==> src/rtl/adc_seq_pkg.sv <==
package adc_seq_pkg;
  localparam int NQ = 2;

  typedef enum logic [1:0] {
    QS_IDLE   = 2'b00,
    QS_ACTIVE = 2'b01,
    QS_PAUSED = 2'b10
  } q_stat_e;

  typedef enum logic [1:0] {
    E_IDLE  = 2'b00,
    E_FETCH = 2'b01,
    E_CONV  = 2'b10
  } eng_st_e;
endpackage

==> src/rtl/adc_seq_cmd_table.sv <==
module adc_seq_cmd_table #(
  parameter int ADDR_W = 6,
  parameter int CH_W   = 6
) (
  input  logic              clk_i,
  input  logic              rst_ni,
  input  logic              we_i,
  input  logic [ADDR_W-1:0] waddr_i,
  input  logic [CH_W-1:0]   wch_i,
  input  logic              wpause_i,
  input  logic [ADDR_W-1:0] raddr_i,
  output logic [CH_W-1:0]   rch_o,
  output logic              rpause_o
);
  localparam int DEPTH = 1 << ADDR_W;

  logic [CH_W-1:0]  ch_mem [DEPTH];
  logic [DEPTH-1:0] pause_mem;

  // empty table reads as end-of-queue everywhere
  for (genvar e = 0; e < DEPTH; e++) begin : g_ent
    always_ff @(posedge clk_i or negedge rst_ni) begin
      if (!rst_ni) begin
        ch_mem[e]    <= '1;
        pause_mem[e] <= 1'b0;
      end else if (we_i && (waddr_i == ADDR_W'(e))) begin
        ch_mem[e]    <= wch_i;
        pause_mem[e] <= wpause_i;
      end
    end
  end

  assign rch_o    = ch_mem[raddr_i];
  assign rpause_o = pause_mem[raddr_i];
endmodule

==> src/rtl/adc_seq_trig.sv <==
module adc_seq_trig #(
  parameter int NQ = 2
) (
  input  logic          clk_i,
  input  logic          rst_ni,
  input  logic [NQ-1:0] sw_i,
  input  logic [NQ-1:0] ext_i,
  output logic [NQ-1:0] ev_o
);
  logic [NQ-1:0] ext_q;

  always_ff @(posedge clk_i or negedge rst_ni) begin
    if (!rst_ni) ext_q <= '0;
    else         ext_q <= ext_i;
  end

  assign ev_o = sw_i | (ext_i & ~ext_q);
endmodule

==> src/rtl/adc_seq_engine.sv <==
module adc_seq_engine
  import adc_seq_pkg::*;
#(
  parameter int ADDR_W = 6,
  parameter int CH_W   = 6
) (
  input  logic                   clk_i,
  input  logic                   rst_ni,
  input  logic [NQ-1:0]          ev_i,
  input  logic [NQ-1:0]          cont_i,
  input  logic [NQ-1:0]          pf_clr_i,
  input  logic [NQ-1:0]          cf_clr_i,
  input  logic [ADDR_W:0]        q2_start_i,
  output logic [ADDR_W-1:0]      rd_addr_o,
  input  logic [CH_W-1:0]        rd_ch_i,
  input  logic                   rd_pause_i,
  output logic                   conv_req_o,
  output logic [CH_W-1:0]        conv_ch_o,
  input  logic                   conv_done_i,
  output logic [NQ-1:0]          pf_o,
  output logic [NQ-1:0]          cf_o,
  output logic [NQ-1:0][1:0]     stat_o
);
  localparam int PTR_W = ADDR_W + 1;
  localparam logic [CH_W-1:0] EOQ_CH = '1;

  eng_st_e          st_q;
  logic             cur_q;
  logic [PTR_W-1:0] ptr_q;
  logic [PTR_W-1:0] resume_q [NQ];
  q_stat_e          qst_q    [NQ];
  logic [NQ-1:0]    pend_q, pf_q, cf_q;
  logic             first_q, after_pause_q, pause_pend_q;
  logic [CH_W-1:0]  ch_q;

  logic             sel;
  logic [PTR_W-1:0] start_sel, start_cur;
  logic             hit_q2, eoq;

  assign sel       = pend_q[0] ? 1'b0 : 1'b1;
  assign start_sel = sel   ? q2_start_i : '0;
  assign start_cur = cur_q ? q2_start_i : '0;
  assign hit_q2    = !cur_q && (ptr_q == q2_start_i);
  // any source ends the pass; several at once act as one
  assign eoq       = ptr_q[PTR_W-1] | (rd_ch_i == EOQ_CH) | hit_q2;
  assign rd_addr_o = ptr_q[ADDR_W-1:0];

  always_ff @(posedge clk_i or negedge rst_ni) begin
    if (!rst_ni) begin
      st_q          <= E_IDLE;
      cur_q         <= 1'b0;
      ptr_q         <= '0;
      pend_q        <= '0;
      pf_q          <= '0;
      cf_q          <= '0;
      first_q       <= 1'b0;
      after_pause_q <= 1'b0;
      pause_pend_q  <= 1'b0;
      ch_q          <= '0;
      for (int q = 0; q < NQ; q++) begin
        resume_q[q] <= '0;
        qst_q[q]    <= QS_IDLE;
      end
    end else begin
      for (int q = 0; q < NQ; q++) begin
        if (ev_i[q] && qst_q[q] != QS_ACTIVE) pend_q[q] <= 1'b1;
        if (pf_clr_i[q]) pf_q[q] <= 1'b0;
        if (cf_clr_i[q]) cf_q[q] <= 1'b0;
      end
      unique case (st_q)
        E_IDLE: begin
          if (|pend_q) begin
            cur_q         <= sel;
            pend_q[sel]   <= 1'b0;
            qst_q[sel]    <= QS_ACTIVE;
            after_pause_q <= 1'b0;
            if (qst_q[sel] == QS_PAUSED) begin
              ptr_q   <= resume_q[sel];
              first_q <= 1'b0;
            end else begin
              ptr_q   <= start_sel;
              first_q <= 1'b1;
            end
            st_q <= E_FETCH;
          end
        end
        E_FETCH: begin
          if (eoq) begin
            cf_q[cur_q] <= 1'b1;
            if (cont_i[cur_q] && !first_q) begin
              ptr_q         <= start_cur;
              first_q       <= 1'b1;
              after_pause_q <= 1'b0;
            end else begin
              qst_q[cur_q] <= QS_IDLE;
              st_q         <= E_IDLE;
            end
          end else if (after_pause_q) begin
            qst_q[cur_q]    <= QS_PAUSED;
            resume_q[cur_q] <= ptr_q;
            st_q            <= E_IDLE;
          end else begin
            ch_q         <= rd_ch_i;
            pause_pend_q <= rd_pause_i;
            first_q      <= 1'b0;
            st_q         <= E_CONV;
          end
        end
        E_CONV: begin
          if (conv_done_i) begin
            ptr_q         <= ptr_q + PTR_W'(1);
            after_pause_q <= pause_pend_q;
            if (pause_pend_q) pf_q[cur_q] <= 1'b1;
            st_q <= E_FETCH;
          end
        end
        default: st_q <= E_IDLE;
      endcase
    end
  end

  assign conv_req_o = (st_q == E_CONV);
  assign conv_ch_o  = ch_q;
  assign pf_o       = pf_q;
  assign cf_o       = cf_q;

  for (genvar g = 0; g < NQ; g++) begin : g_stat
    assign stat_o[g] = qst_q[g];
  end
endmodule

==> src/rtl/adc_queue_seq.sv <==
module adc_queue_seq
  import adc_seq_pkg::*;
#(
  parameter int ADDR_W = 6,
  parameter int CH_W   = 6
) (
  input  logic              clk_i,
  input  logic              rst_ni,
  input  logic              tbl_we_i,
  input  logic [ADDR_W-1:0] tbl_addr_i,
  input  logic [CH_W-1:0]   tbl_ch_i,
  input  logic              tbl_pause_i,
  input  logic [ADDR_W:0]   q2_start_i,
  input  logic [NQ-1:0]     cont_i,
  input  logic [NQ-1:0]     sw_trig_i,
  input  logic [NQ-1:0]     ext_trig_i,
  input  logic [NQ-1:0]     pf_clr_i,
  input  logic [NQ-1:0]     cf_clr_i,
  output logic              conv_req_o,
  output logic [CH_W-1:0]   conv_ch_o,
  input  logic              conv_done_i,
  output logic [NQ-1:0]     pf_o,
  output logic [NQ-1:0]     cf_o,
  output logic [1:0]        q1_status_o,
  output logic [1:0]        q2_status_o
);
  logic [ADDR_W-1:0]  rd_addr;
  logic [CH_W-1:0]    rd_ch;
  logic               rd_pause;
  logic [NQ-1:0]      ev;
  logic [NQ-1:0][1:0] stat;

  adc_seq_cmd_table #(.ADDR_W(ADDR_W), .CH_W(CH_W)) u_table (
    .clk_i    (clk_i),
    .rst_ni   (rst_ni),
    .we_i     (tbl_we_i),
    .waddr_i  (tbl_addr_i),
    .wch_i    (tbl_ch_i),
    .wpause_i (tbl_pause_i),
    .raddr_i  (rd_addr),
    .rch_o    (rd_ch),
    .rpause_o (rd_pause)
  );

  adc_seq_trig #(.NQ(NQ)) u_trig (
    .clk_i  (clk_i),
    .rst_ni (rst_ni),
    .sw_i   (sw_trig_i),
    .ext_i  (ext_trig_i),
    .ev_o   (ev)
  );

  adc_seq_engine #(.ADDR_W(ADDR_W), .CH_W(CH_W)) u_engine (
    .clk_i       (clk_i),
    .rst_ni      (rst_ni),
    .ev_i        (ev),
    .cont_i      (cont_i),
    .pf_clr_i    (pf_clr_i),
    .cf_clr_i    (cf_clr_i),
    .q2_start_i  (q2_start_i),
    .rd_addr_o   (rd_addr),
    .rd_ch_i     (rd_ch),
    .rd_pause_i  (rd_pause),
    .conv_req_o  (conv_req_o),
    .conv_ch_o   (conv_ch_o),
    .conv_done_i (conv_done_i),
    .pf_o        (pf_o),
    .cf_o        (cf_o),
    .stat_o      (stat)
  );

  assign q1_status_o = stat[0];
  assign q2_status_o = stat[1];
endmodule

==> config.mk <==
export PLATFORM = sky130hd
export DESIGN_NAME = adc_queue_seq
export DESIGN_NICKNAME = d
export VERILOG_FILES = /design/src/rtl/adc_seq_pkg.sv /design/src/rtl/adc_seq_cmd_table.sv /design/src/rtl/adc_seq_trig.sv /design/src/rtl/adc_seq_engine.sv /design/src/rtl/adc_queue_seq.sv
export SDC_FILE = /design/constraint.sdc
export NUM_CORES = 1
export LEC_CHECK = 0
export BUFFER_PORTS_ARGS = -buffer_cell sky130_fd_sc_hd__buf_2
export CORE_MARGIN = 3
export CORE_UTILIZATION = 55
export DETAILED_ROUTE_END_ITERATION = 7
export GPL_TIMING_DRIVEN = 0
export PLACE_DENSITY = 0.79
export SYNTH_ARGS = -nofsm -noshare
export SYNTH_HDL_FRONTEND = slang
export SYNTH_SLANG_ARGS = --single-unit
==> constraint.sdc <==
create_clock -name clk_i -period 4.1 [get_ports clk_i]
set_clock_uncertainty 0.15 [all_clocks]
set_input_delay 0.41 -clock clk_i [delete_from_list [all_inputs] [get_ports clk_i]]
set_output_delay 0.41 -clock clk_i [all_outputs]
set_load 0.02 [all_outputs]
==> summary.txt, run 1 <==
Starting Density: 56.04%
Worst-Margin Slew: 1.203 ns
share of cells above drive strength 1: 66.34%
core outline area: 0.04213 sq mm
Post-Route WL: 67.49 mm
drt pass-1 iters: 7
first-pass GRT wire length: 100.9 mm
Critical Path Start Type: flop
fin worst setup slack: -0.01879 ns
area grow syn2layout: 12.54%
die area: 0.04545 sq mm
CP required: 4.43 ns
Comb pwr share: 32.5%
cts bufs inserted: 51
register area: 0.01282 sq mm
clk slew on worst S/H paths: 0.06 ns
placed inst area: 0.02460 sq mm
average wire per standard cell: 29.52 microns
design area: 0.02657 sq mm
Slew HR: 19.48%
Worst Path Arrival: 4.44 ns
sw power: 5.463 mW
Syn Inst Count: 1596
Setup violations, final: 4
Post-synth EDFFs: 0
Root Driver: clkbuf_16
total negative slack: -0.03270 ns
pin count of the biggest net entering global routing: 124
Synth top cells by count: mux2_2, dfstp_2, dfrtp_1
CTS Sinks: 493
I/O pin cnt: 49
area of the multi-input gates: 0.01018 sq mm
total chip power: 16.49 mW
final std cells w/o fill: 2286
synthesized area per cell: 14.79 sq um
antenna violations before repair: 5
pwr/cell area: 620.5 mW/mm^2
asr flop ratio synth: 100.0%
post-synth top area cell: dfstp_2
status: finished with violations
most common cell in the netlist: mux2_2
Routability Congestion: 0.9773
total of max-cap violations: 0
internal power: 11.02 mW
period utilisation layout: 100.5%
DR vias: 15.15k
Hold Path Class: in2reg
post-DP HPWL: 45.86 mm
ys flop type: dfstp_2
clock power share: 28.8%
CTS tree: built
top cell type's share of synthesized area: 42.73%
fillers: 3020
total track usage: 30.26%
VDD IR max: 418.4 uV
vias in the first global route: 15.82k
sequential power share: 38.7%
Setup CP Type: reg2reg
Die Wd: 213.2 microns
failing checks: setup timing
row cnt: 75
RSZ-0062 raised after global routing: no
drt drc: 0
Worst Path Max Fanout: 10
clock buffer depth: 3
port buffer count: 40
Max Fclk: 0.2428 GHz
Inst Count DP: 2179
register area share after synthesis: 54.29%
worst skew pair latency: 0.59 ns
final antenna-violating net count: 0
Switching Share: 33.13%
Leak Pwr: 10.81 nW
Final #Nets: 1744
GRT Residual Overflow: 0
DR iter-0 viols: 1655
die height: 213.2 microns
Synth area leaders: dfstp_2, mux2_2, dfrtp_1
final hold vios: 0
number of H-tree levels: 2
syn nets: 1636
yosys warns: 0
Mapped Area: 0.02361 sq mm
Final Max Tran Viols: 0
Seq cells post-synth: 493
fin crit period: 4.119 ns
synth unique cells: 69
crit end category: flop
Vias/cell: 6.629
metal layers:
| metal | GRT usage [%] | part of all wire (%) | vias up |
|---|---|---|---|
| li1 | - | - | 6164 |
| met3 | 5.554 | 7.8 | 210 |
| met1 | 40.79 | 39 | 8051 |
| met5 | 0 | 0 | - |
| met2 | 47.41 | 47 | 729 |
| met4 | 15.72 | 5.4 | 0 |
power groups by stage:
stage                     sequential (mW)  clock, mW  combinational (mW)
after floorplan                      6.33          0                3.35
after global placement               6.36          0                4.97
after detailed placement             6.43          0                5.09
after CTS                            6.36       4.79                5.20
after global routing                 6.45       4.98                5.58
final                                6.38       4.75                5.36
registers in the layout (all words and copies together), names as in the netlist, named ones only:
signal	flops
u_trig.ext_q	2
u_engine.pf_o	2
u_table.ch_mem	384
u_engine.cur_q	1
u_engine.pause_pend_q	1
u_engine.conv_ch_o	6
u_table.pause_mem	64
u_engine.cf_o	2
u_engine.first_q	1
u_engine.stat_o	2
u_engine.st_q	2
u_engine.resume_q	14
u_engine.after_pause_q	1
u_engine.pend_q	2
u_engine.ptr_q	7
final cells by class:
| class | instances | share of cell area (%) |
|---|---|---|
| sequential | 493 | 48.24 |
| multi-input combinational | 965 | 38.30 |
| clock buffer | 81 | 5.957 |
| tap | 539 | 2.538 |
| buffer | 117 | 2.510 |
| timing repair buffer | 56 | 1.629 |
| clock inverter | 12 | 0.5180 |
| inverter | 20 | 0.2825 |
| antenna | 3 | 0.02825 |
worst paths after layout:
path                       depth (start not counted)                    end                  start  slack [ns]
max                                                9  u_engine.pause_pend_q      u_engine.ptr_q[1]       -0.02
min                                                3       u_engine.pf_o[1]            conv_done_i        0.04
max reg2reg                                        9  u_engine.pause_pend_q      u_engine.ptr_q[1]       -0.02
min reg2reg                                        1  u_engine.conv_ch_o[2]  u_engine.conv_ch_o[2]        0.34
max in group asynchronous                          4    u_table.ch_mem[296]                 rst_ni        2.14
min in group asynchronous                          2       u_engine.pf_o[0]                 rst_ni        0.25
logic make-up after synthesis:
logic type,synth area share [%]
AOI/OAI and AO/OA,4.112
xor gates and xnor gates,0.3338
adders and majority gates,0.3180
buffers and inverters,2.941
DFF,54.29
muxes,34.02
and+or+nand+nor,3.985
cells in the final DEF, fill, tap and decap left out, drive strengths merged, types with 4 or more instances in the layout:
cell,instances
mux2,473
dfstp,384
clkbuf,160
dfrtp,109
mux4,98
buf,82
nand2,71
mux2i,48
nor2,43
a21oi,26
o21ai,23
nand3,20
inv,19
a22oi,18
o221ai,14
nor3,12
or2,9
dlygate4sd3,9
clkinv,9
nor2b,8
o22ai,8
a211oi,7
nand2b,6
and2,6
a31oi,6
ha,6
xnor2,5
a22o,4
xor2,4
a221oi,4
o31ai,4
and3,4
repair_timing:
action                                  in CTS  in global routing
cloned                                       0                  0
setup buffers                                3                  0
resized for setup                           29                 22
pin swaps                                    1                  0
hold buffers                                 9                  0
endpoints found under the hold margin       28                  0
endpoints found under the setup margin      37                 30
through the flow:
stage                     hold WS, ns  utilization [%]  setup WS, ns
final                         0.04281            63.06      -0.01879
after global placement         0.3252            58.11        -6.672
after detailed placement       0.3018            58.40        -1.086
after CTS                     0.02575            62.90      0.009511
after floorplan              -0.03559                -        0.5410
after global routing          0.05724            63.05      0.009033
critical path, stage by stage (launching register included):
cell,delay (ns)
dfrtp_1,0.39
buf_6,0.21
buf_6,0.24
clkbuf_4,0.39
clkbuf_2,0.46
clkbuf_2,0.43
mux4_2,0.37
mux4_2,0.56
mux4_2,0.49
mux2_2,0.28
Note: power is estimated with default switching activity, not from simulation.
==> inputs of run 2 (changes only) <==
Settings changed: PLACE_DENSITY 0.79 to 0.82.
Clock period 4.1 ns to 3.5 ns, I/O delays scaled along.
==> summary.txt, run 2 (synthesis gave the netlist of run 1 again) <==
critical path cell sequence: buf_12 > buf_12 > buf_12 > buf_4 > mux4_2 > a22oi_1 > nand3_1 > nand2_2 > o32ai_4 > a311oi_4 > nand2_4 > nor2_4 > buf_12 > mux2_4
total negative slack: -5.679 ns (-5.646 ns)
final hold vios: 0 (unchanged)
CP required: 3.82 ns (-0.61 ns)
cts bufs inserted: 50 (-2.0%)
total track usage: 30.06% (-0.21 points)
max reg flops: 384 (unchanged)
Setup violations, final: 35 (+31)
die height: 213.2 microns (unchanged)
Comb pwr share: 36.3% (+3.8 points)
Worst Path Max Fanout: 8 (-2)
Worst-Margin Slew: 1.173 ns (-0.03075 ns)
core outline area: 0.04213 sq mm (unchanged)
sequential power share: 37.6% (-1.1 points)
status: finished with violations
largest reg by FF count: u_table.ch_mem
clk slew on worst S/H paths: 0.06 ns (about the same)
Slew HR: 21.53% (+2.1 points)
R2R cell count: 14 (+5)
row cnt: 75 (unchanged)
pwr/cell area: 734.3 mW/mm^2 (+18%)
CP top delay family: multiplexers
most frequent cells in the layout: mux2_2, dfstp_2, dfrtp_1, mux4_2, clkbuf_1
Crit path largest cell delay: 0.51 ns (-0.05 ns)
total of max-cap violations: 0 (unchanged)
Final #Nets: 1779 (+2.0%)
Max Fclk: 0.2677 GHz (+10%)
Critical Path Start Type: flop
area grow syn2layout: 15.49%
first-pass GRT wire length: 100.5 mm (-0.40%)
hold_sp: q2_start_i[0]
most used cell along the critical path: buf_12
average wire per standard cell: 29.52 microns (about the same)
Die Wd: 213.2 microns (unchanged)
post-DP HPWL: 45.45 mm (-0.89%)
failing checks: DRC, setup timing
Final Max Tran Viols: 0 (unchanged)
Hold Slack: 0.05482 ns (+0.01201 ns)
commonest non-fill, non-tap cell in the layout: mux2_2
crit end category: flop
fillers: 2809 (-7.0%)
sw power: 6.801 mW (+24%)
biggest regs: u_table.ch_mem (384), u_table.pause_mem (64), u_engine.resume_q (14)
pin count of the biggest net entering global routing: 118 (-4.8%)
fin crit period: 3.735 ns (-0.3839 ns)
drt drc: 1 (+1)
Post-Route WL: 68.51 mm (+1.5%)
final antenna-violating net count: 0 (unchanged)
DR iter-0 viols: 1708 (+3.2%)
Root Driver: clkbuf_16
antenna violations before repair: 2 (-3)
CP max stage cell: mux4_2
Setup CP Type: reg2reg
drt pass-1 iters: 8 (+1)
share of cells above drive strength 1: 69.25% (+2.9 points)
fin worst setup slack: -0.2349 ns (-0.2161 ns)
Routability Congestion: 1.004 (+2.7%)
Switching Share: 33.97% (+0.83 points)
period utilisation layout: 106.7% (+6.3 points)
internal power: 13.22 mW (+20%)
R2R setup slack: -0.23 ns (-0.22 ns)
FF-to-FF Start: u_engine.ptr_q[0]
Hold Path Class: in2reg
Layout Utilization: 64.72% (+1.7 points)
RSZ-0062 raised after global routing: yes
DR vias: 15.47k (+2.1%)
CTS tree: built
port buffer count: 40 (unchanged)
worst skew pair latency: 0.59 ns (about the same)
clock buffer depth: 3 (unchanged)
Critical R2R Capture: u_engine.resume_q[8]
VDD IR max: 446.4 uV (+6.7%)
crit path buf inv count: 5 (unchanged)
vias in the first global route: 15.73k (-0.59%)
GRT Residual Overflow: 0 (unchanged)
die area: 0.04545 sq mm (unchanged)
Vias/cell: 6.664 (+0.52%)
hold depth: 4 (+1)
Starting Density: 56.04% (unchanged)
number of H-tree levels: 2 (unchanged)
Leak Pwr: 11.08 nW (+2.5%)
Worst Path Arrival: 4.06 ns (-0.38 ns)
CTS Sinks: 493 (unchanged)
clock power share: 26.1% (-2.7 points)
I/O pin cnt: 49 (unchanged)
WHS Endpoint: u_engine.ptr_q[0]
-- run 2: through the flow --
stage | worst slack, ns | std cells | cell area (sq um) | total power, mW
floorplan | 0.06928 | 1596 | 23610 | 11.34
global placement | -7.208 | 2175 | 24490 | 13.25
detailed placement | -1.607 | 2179 | 24610 | 13.47
CTS | -0.1529 | 2303 | 26860 | 19.36
global route | -0.2889 | 2319 | 27260 | 20.62
finish | -0.2349 | 2321 | 27270 | 20.02
-- run 2: worst max-delay path by stage --
stage	endpoint	startpoint	depth (start not counted)
2_1_floorplan	u_engine.pause_pend_q	u_engine.ptr_q[1]	9
3_3_place_gp	u_table.pause_mem[55]	rst_ni	1
3_5_place_dp	u_engine.pause_pend_q	u_engine.ptr_q[1]	9
4_1_cts	u_engine.resume_q[0]	u_engine.ptr_q[0]	11
5_1_grt	u_engine.ptr_q[6]	u_engine.ptr_q[0]	15
6_report	u_engine.resume_q[8]	u_engine.ptr_q[0]	14
-- run 2: final cells by class --
| class | instances | area (sq um) | share of cell area, % |
|---|---|---|---|
| flip-flops and latches | 493 | 12820 | 47.01 |
| multi-input cells | 966 | 10530 | 38.60 |
| clock buffers | 79 | 1481 | 5.433 |
| plain buffers | 114 | 808.3 | 2.964 |
| repair buffers | 94 | 778.2 | 2.854 |
| well taps | 539 | 674.4 | 2.473 |
| clock inverters | 13 | 95.09 | 0.3487 |
| inverters | 20 | 80.08 | 0.2937 |
| diodes | 3 | 7.507 | 0.02753 |
-- run 2: routing by layer --
metal | vias to the layer above | share of wire [%] | GRT usage, %
li1 | 6223 | - | -
met4 | 2 | 6.1 | 15.36
met2 | 886 | 47 | 46.83
met3 | 273 | 8.8 | 5.862
met1 | 8082 | 38 | 40.61
met5 | - | 0.013 | 0
-- run 2: tightest hold or removal path, cell delays in order --
cell,delay [ns]
buf_2,0.12
a21oi_1,0.07
nand3b_1,0.16
o21ai_2,0.06
-- run 2: power groups by stage --
| stage | sequential (mW) | combinational (mW) | clock, mW |
|---|---|---|---|
| after detailed placement | 7.52 | 5.95 | 0 |
| final | 7.52 | 7.28 | 5.23 |
| after global routing | 7.59 | 7.52 | 5.50 |
| after floorplan | 7.41 | 3.92 | 0 |
| after CTS | 7.45 | 6.65 | 5.27 |
| after global placement | 7.45 | 5.80 | 0 |
-- run 2: timing repair --
| item | in CTS | in global routing |
|---|---|---|
| setup endpoints to repair | 38 | 37 |
| buffers inserted | 23 | 15 |
| hold buffers | 11 | 0 |
| gates cloned | 1 | 1 |
| pin swaps | 18 | 20 |
| resized for setup | 111 | 66 |
| hold endpoints to repair | 69 | 0 |
==> inputs of run 3 (changes only) <==
Settings changed: CORE_ASPECT_RATIO from default to 0.9.
==> summary.txt, run 3 (synthesis gave the netlist of run 1 again) <==
pin count of the biggest net entering global routing: 132 (+12%)
Max Fclk: 0.2694 GHz (+0.60%)
total track usage: 30.85% (+0.79 points)
die area: 0.04545 sq mm (about the same)
Routability Congestion: 0.9592 (-4.5%)
share of cells above drive strength 1: 68.98% (-0.28 points)
antenna violations before repair: 4 (+2)
Final #Nets: 1776 (-0.17%)
port buffer count: 40 (unchanged)
M3 GR Usage: 8.096% (+2.2 points)
VDD IR max: 452.4 uV (+1.3%)
largest reg by FF count: u_table.ch_mem
fillers: 2861 (+1.9%)
fin worst setup slack: -0.2125 ns (+0.02244 ns)
Die Wd: 224.4 microns (+5.3%)
design area: 0.02740 sq mm (+0.48%)
status: finished with violations
Final Max Tran Viols: 0 (unchanged)
area grow syn2layout: 16.04%
total of max-cap violations: 0 (unchanged)
failing checks: setup timing
Starting Density: 56.07% (about the same)
CP required: 3.81 ns (about the same)
Inst Count DP: 2187 (+0.37%)
Slew HR: 25.63% (+4.1 points)
post-DP HPWL: 45.43 mm (about the same)
Setup CP Type: reg2reg
I/O pin cnt: 49 (unchanged)
Vias/cell: 6.714 (+0.75%)
number of H-tree levels: 2 (unchanged)
Root Driver: clkbuf_16
total negative slack: -4.045 ns (+1.634 ns)
GRT busiest layer: met2
CTS tree: built
clock buffer depth: 3 (unchanged)
fin crit period: 3.712 ns (-0.02244 ns)
period utilisation layout: 106.1% (-0.64 points)
row cnt: 71 (-5.3%)
drt drc: 0 (-1)
core outline area: 0.04211 sq mm (about the same)
final antenna-violating net count: 0 (unchanged)
grt met2 use: 47.34% (+0.51 points)
vias in the first global route: 16.22k (+3.1%)
Worst Path Max Fanout: 8 (unchanged)
final hold vios: 0 (unchanged)
total chip power: 20.36 mW (+1.7%)
Setup violations, final: 28 (-20%)
Leak Pwr: 11.15 nW (+0.64%)
clk slew on worst S/H paths: 0.06 ns (about the same)
Hold Slack: 0.06100 ns (+0.006178 ns)
most frequent cells in the layout: mux2_2, dfstp_2, dfrtp_1, mux4_2, clkbuf_1
register area: 0.01282 sq mm (unchanged)
M1 GR Usage: 40.92% (+0.30 points)
RSZ-0062 raised after global routing: yes
Post-Route WL: 70.13 mm (+2.4%)
max reg flops: 384 (unchanged)
pwr/cell area: 743.1 mW/mm^2 (+1.2%)
placed inst area: 0.02462 sq mm (about the same)
cts bufs inserted: 50 (unchanged)
biggest regs: u_table.ch_mem (384), u_table.pause_mem (64), u_engine.resume_q (14)
first-pass GRT wire length: 103.9 mm (+3.3%)
Layout Utilization: 65.07% (+0.35 points)
DR iter-0 viols: 1712 (+0.23%)
final std cells w/o fill: 2327 (+0.26%)
Worst-Margin Slew: 1.111 ns (-0.06120 ns)
average wire per standard cell: 30.14 microns (+2.1%)
die height: 202.6 microns (-5.0%)
Worst Path Arrival: 4.03 ns (-0.03 ns)
dpl ws: -1.695 ns (-0.08884 ns)
drt pass-1 iters: 5 (-3)
commonest non-fill, non-tap cell in the layout: mux2_2
Hold Path Class: in2reg
DR vias: 15.62k (+1.0%)
Critical Path Start Type: flop
worst skew pair latency: 0.59 ns (about the same)
crit end category: flop
area of the multi-input gates: 0.01046 sq mm (-0.61%)
GRT Residual Overflow: 0 (unchanged)
CTS Sinks: 493 (unchanged)
run 3: cell types whose count changed in the layout (fill, tap and decap cells not counted), moves of 3 or more:
cell,change
clkinv_2,+4
clkbuf_16,+4
a21oi_2,-4
nand3_1,+3
clkbuf_1,-10
buf_12,+5
o21ai_2,-4
nand3_2,-3
a21oi_1,+3
buf_4,-7
clkbuf_8,+4
o21ai_1,+3
run 3: path summary, 6_finish.rpt:
check | startpoint | end | slack (ns) | depth (start not counted)
max in group asynchronous | rst_ni | u_table.pause_mem[0] | 1.62 | 4
worst max-delay path | u_engine.ptr_q[0] | u_engine.conv_ch_o[2] | -0.21 | 13
worst min register to register | u_table.pause_mem[22] | u_table.pause_mem[22] | 0.35 | 1
min in group asynchronous | rst_ni | u_table.pause_mem[42] | 0.15 | 2
worst max register to register | u_engine.ptr_q[0] | u_engine.conv_ch_o[2] | -0.21 | 13
worst min-delay path | q2_start_i[1] | u_engine.ptr_q[1] | 0.06 | 5
run 3: cell type report:
cell class	instances	area share [%]
Inverter	20	0.2786
Buffer	113	3.073
Clock buffer	75	5.658
Multi-Input combinational cell	965	38.18
Tap cell	547	2.498
Timing Repair Buffer	93	2.982
Clock inverter	17	0.5069
Sequential cell	493	46.78
Antenna cell	4	0.03653
run 3: critical path: stages (launching register included):
cell and delay (ns):
dfrtp_1 0.39, buf_12 0.17, buf_12 0.14, buf_12 0.14, buf_12 0.16, mux4_2 0.54
a22oi_2 0.20, nand3_2 0.18, a32o_2 0.32, a311oi_4 0.44, and3_4 0.34, buf_6 0.14
o211ai_1 0.10, o21a_1 0.14
run 3: repair_timing:
item / in CTS / in global routing
buffers inserted: 33 / 5
pin swaps: 25 / 10
resized for setup: 146 / 22
hold endpoints to repair: 68 / 0
hold buffers: 11 / 0
endpoints found under the setup margin: 38 / 35
run 3: routing by layer:
metal	share of wire [%]	wire (microns)
met5	0.063	44
met4	5.4	3785
met3	10	7229
met2	46	32230
met1	38	26840
run 3: power breakdown:
group          total (mW)  leakage, nW  switching (mW)  internal [mW]
clock network        5.50        0.850            2.29           3.21
registers            7.53         5.40           0.550           6.98
logic                7.33         4.90            4.04           3.29
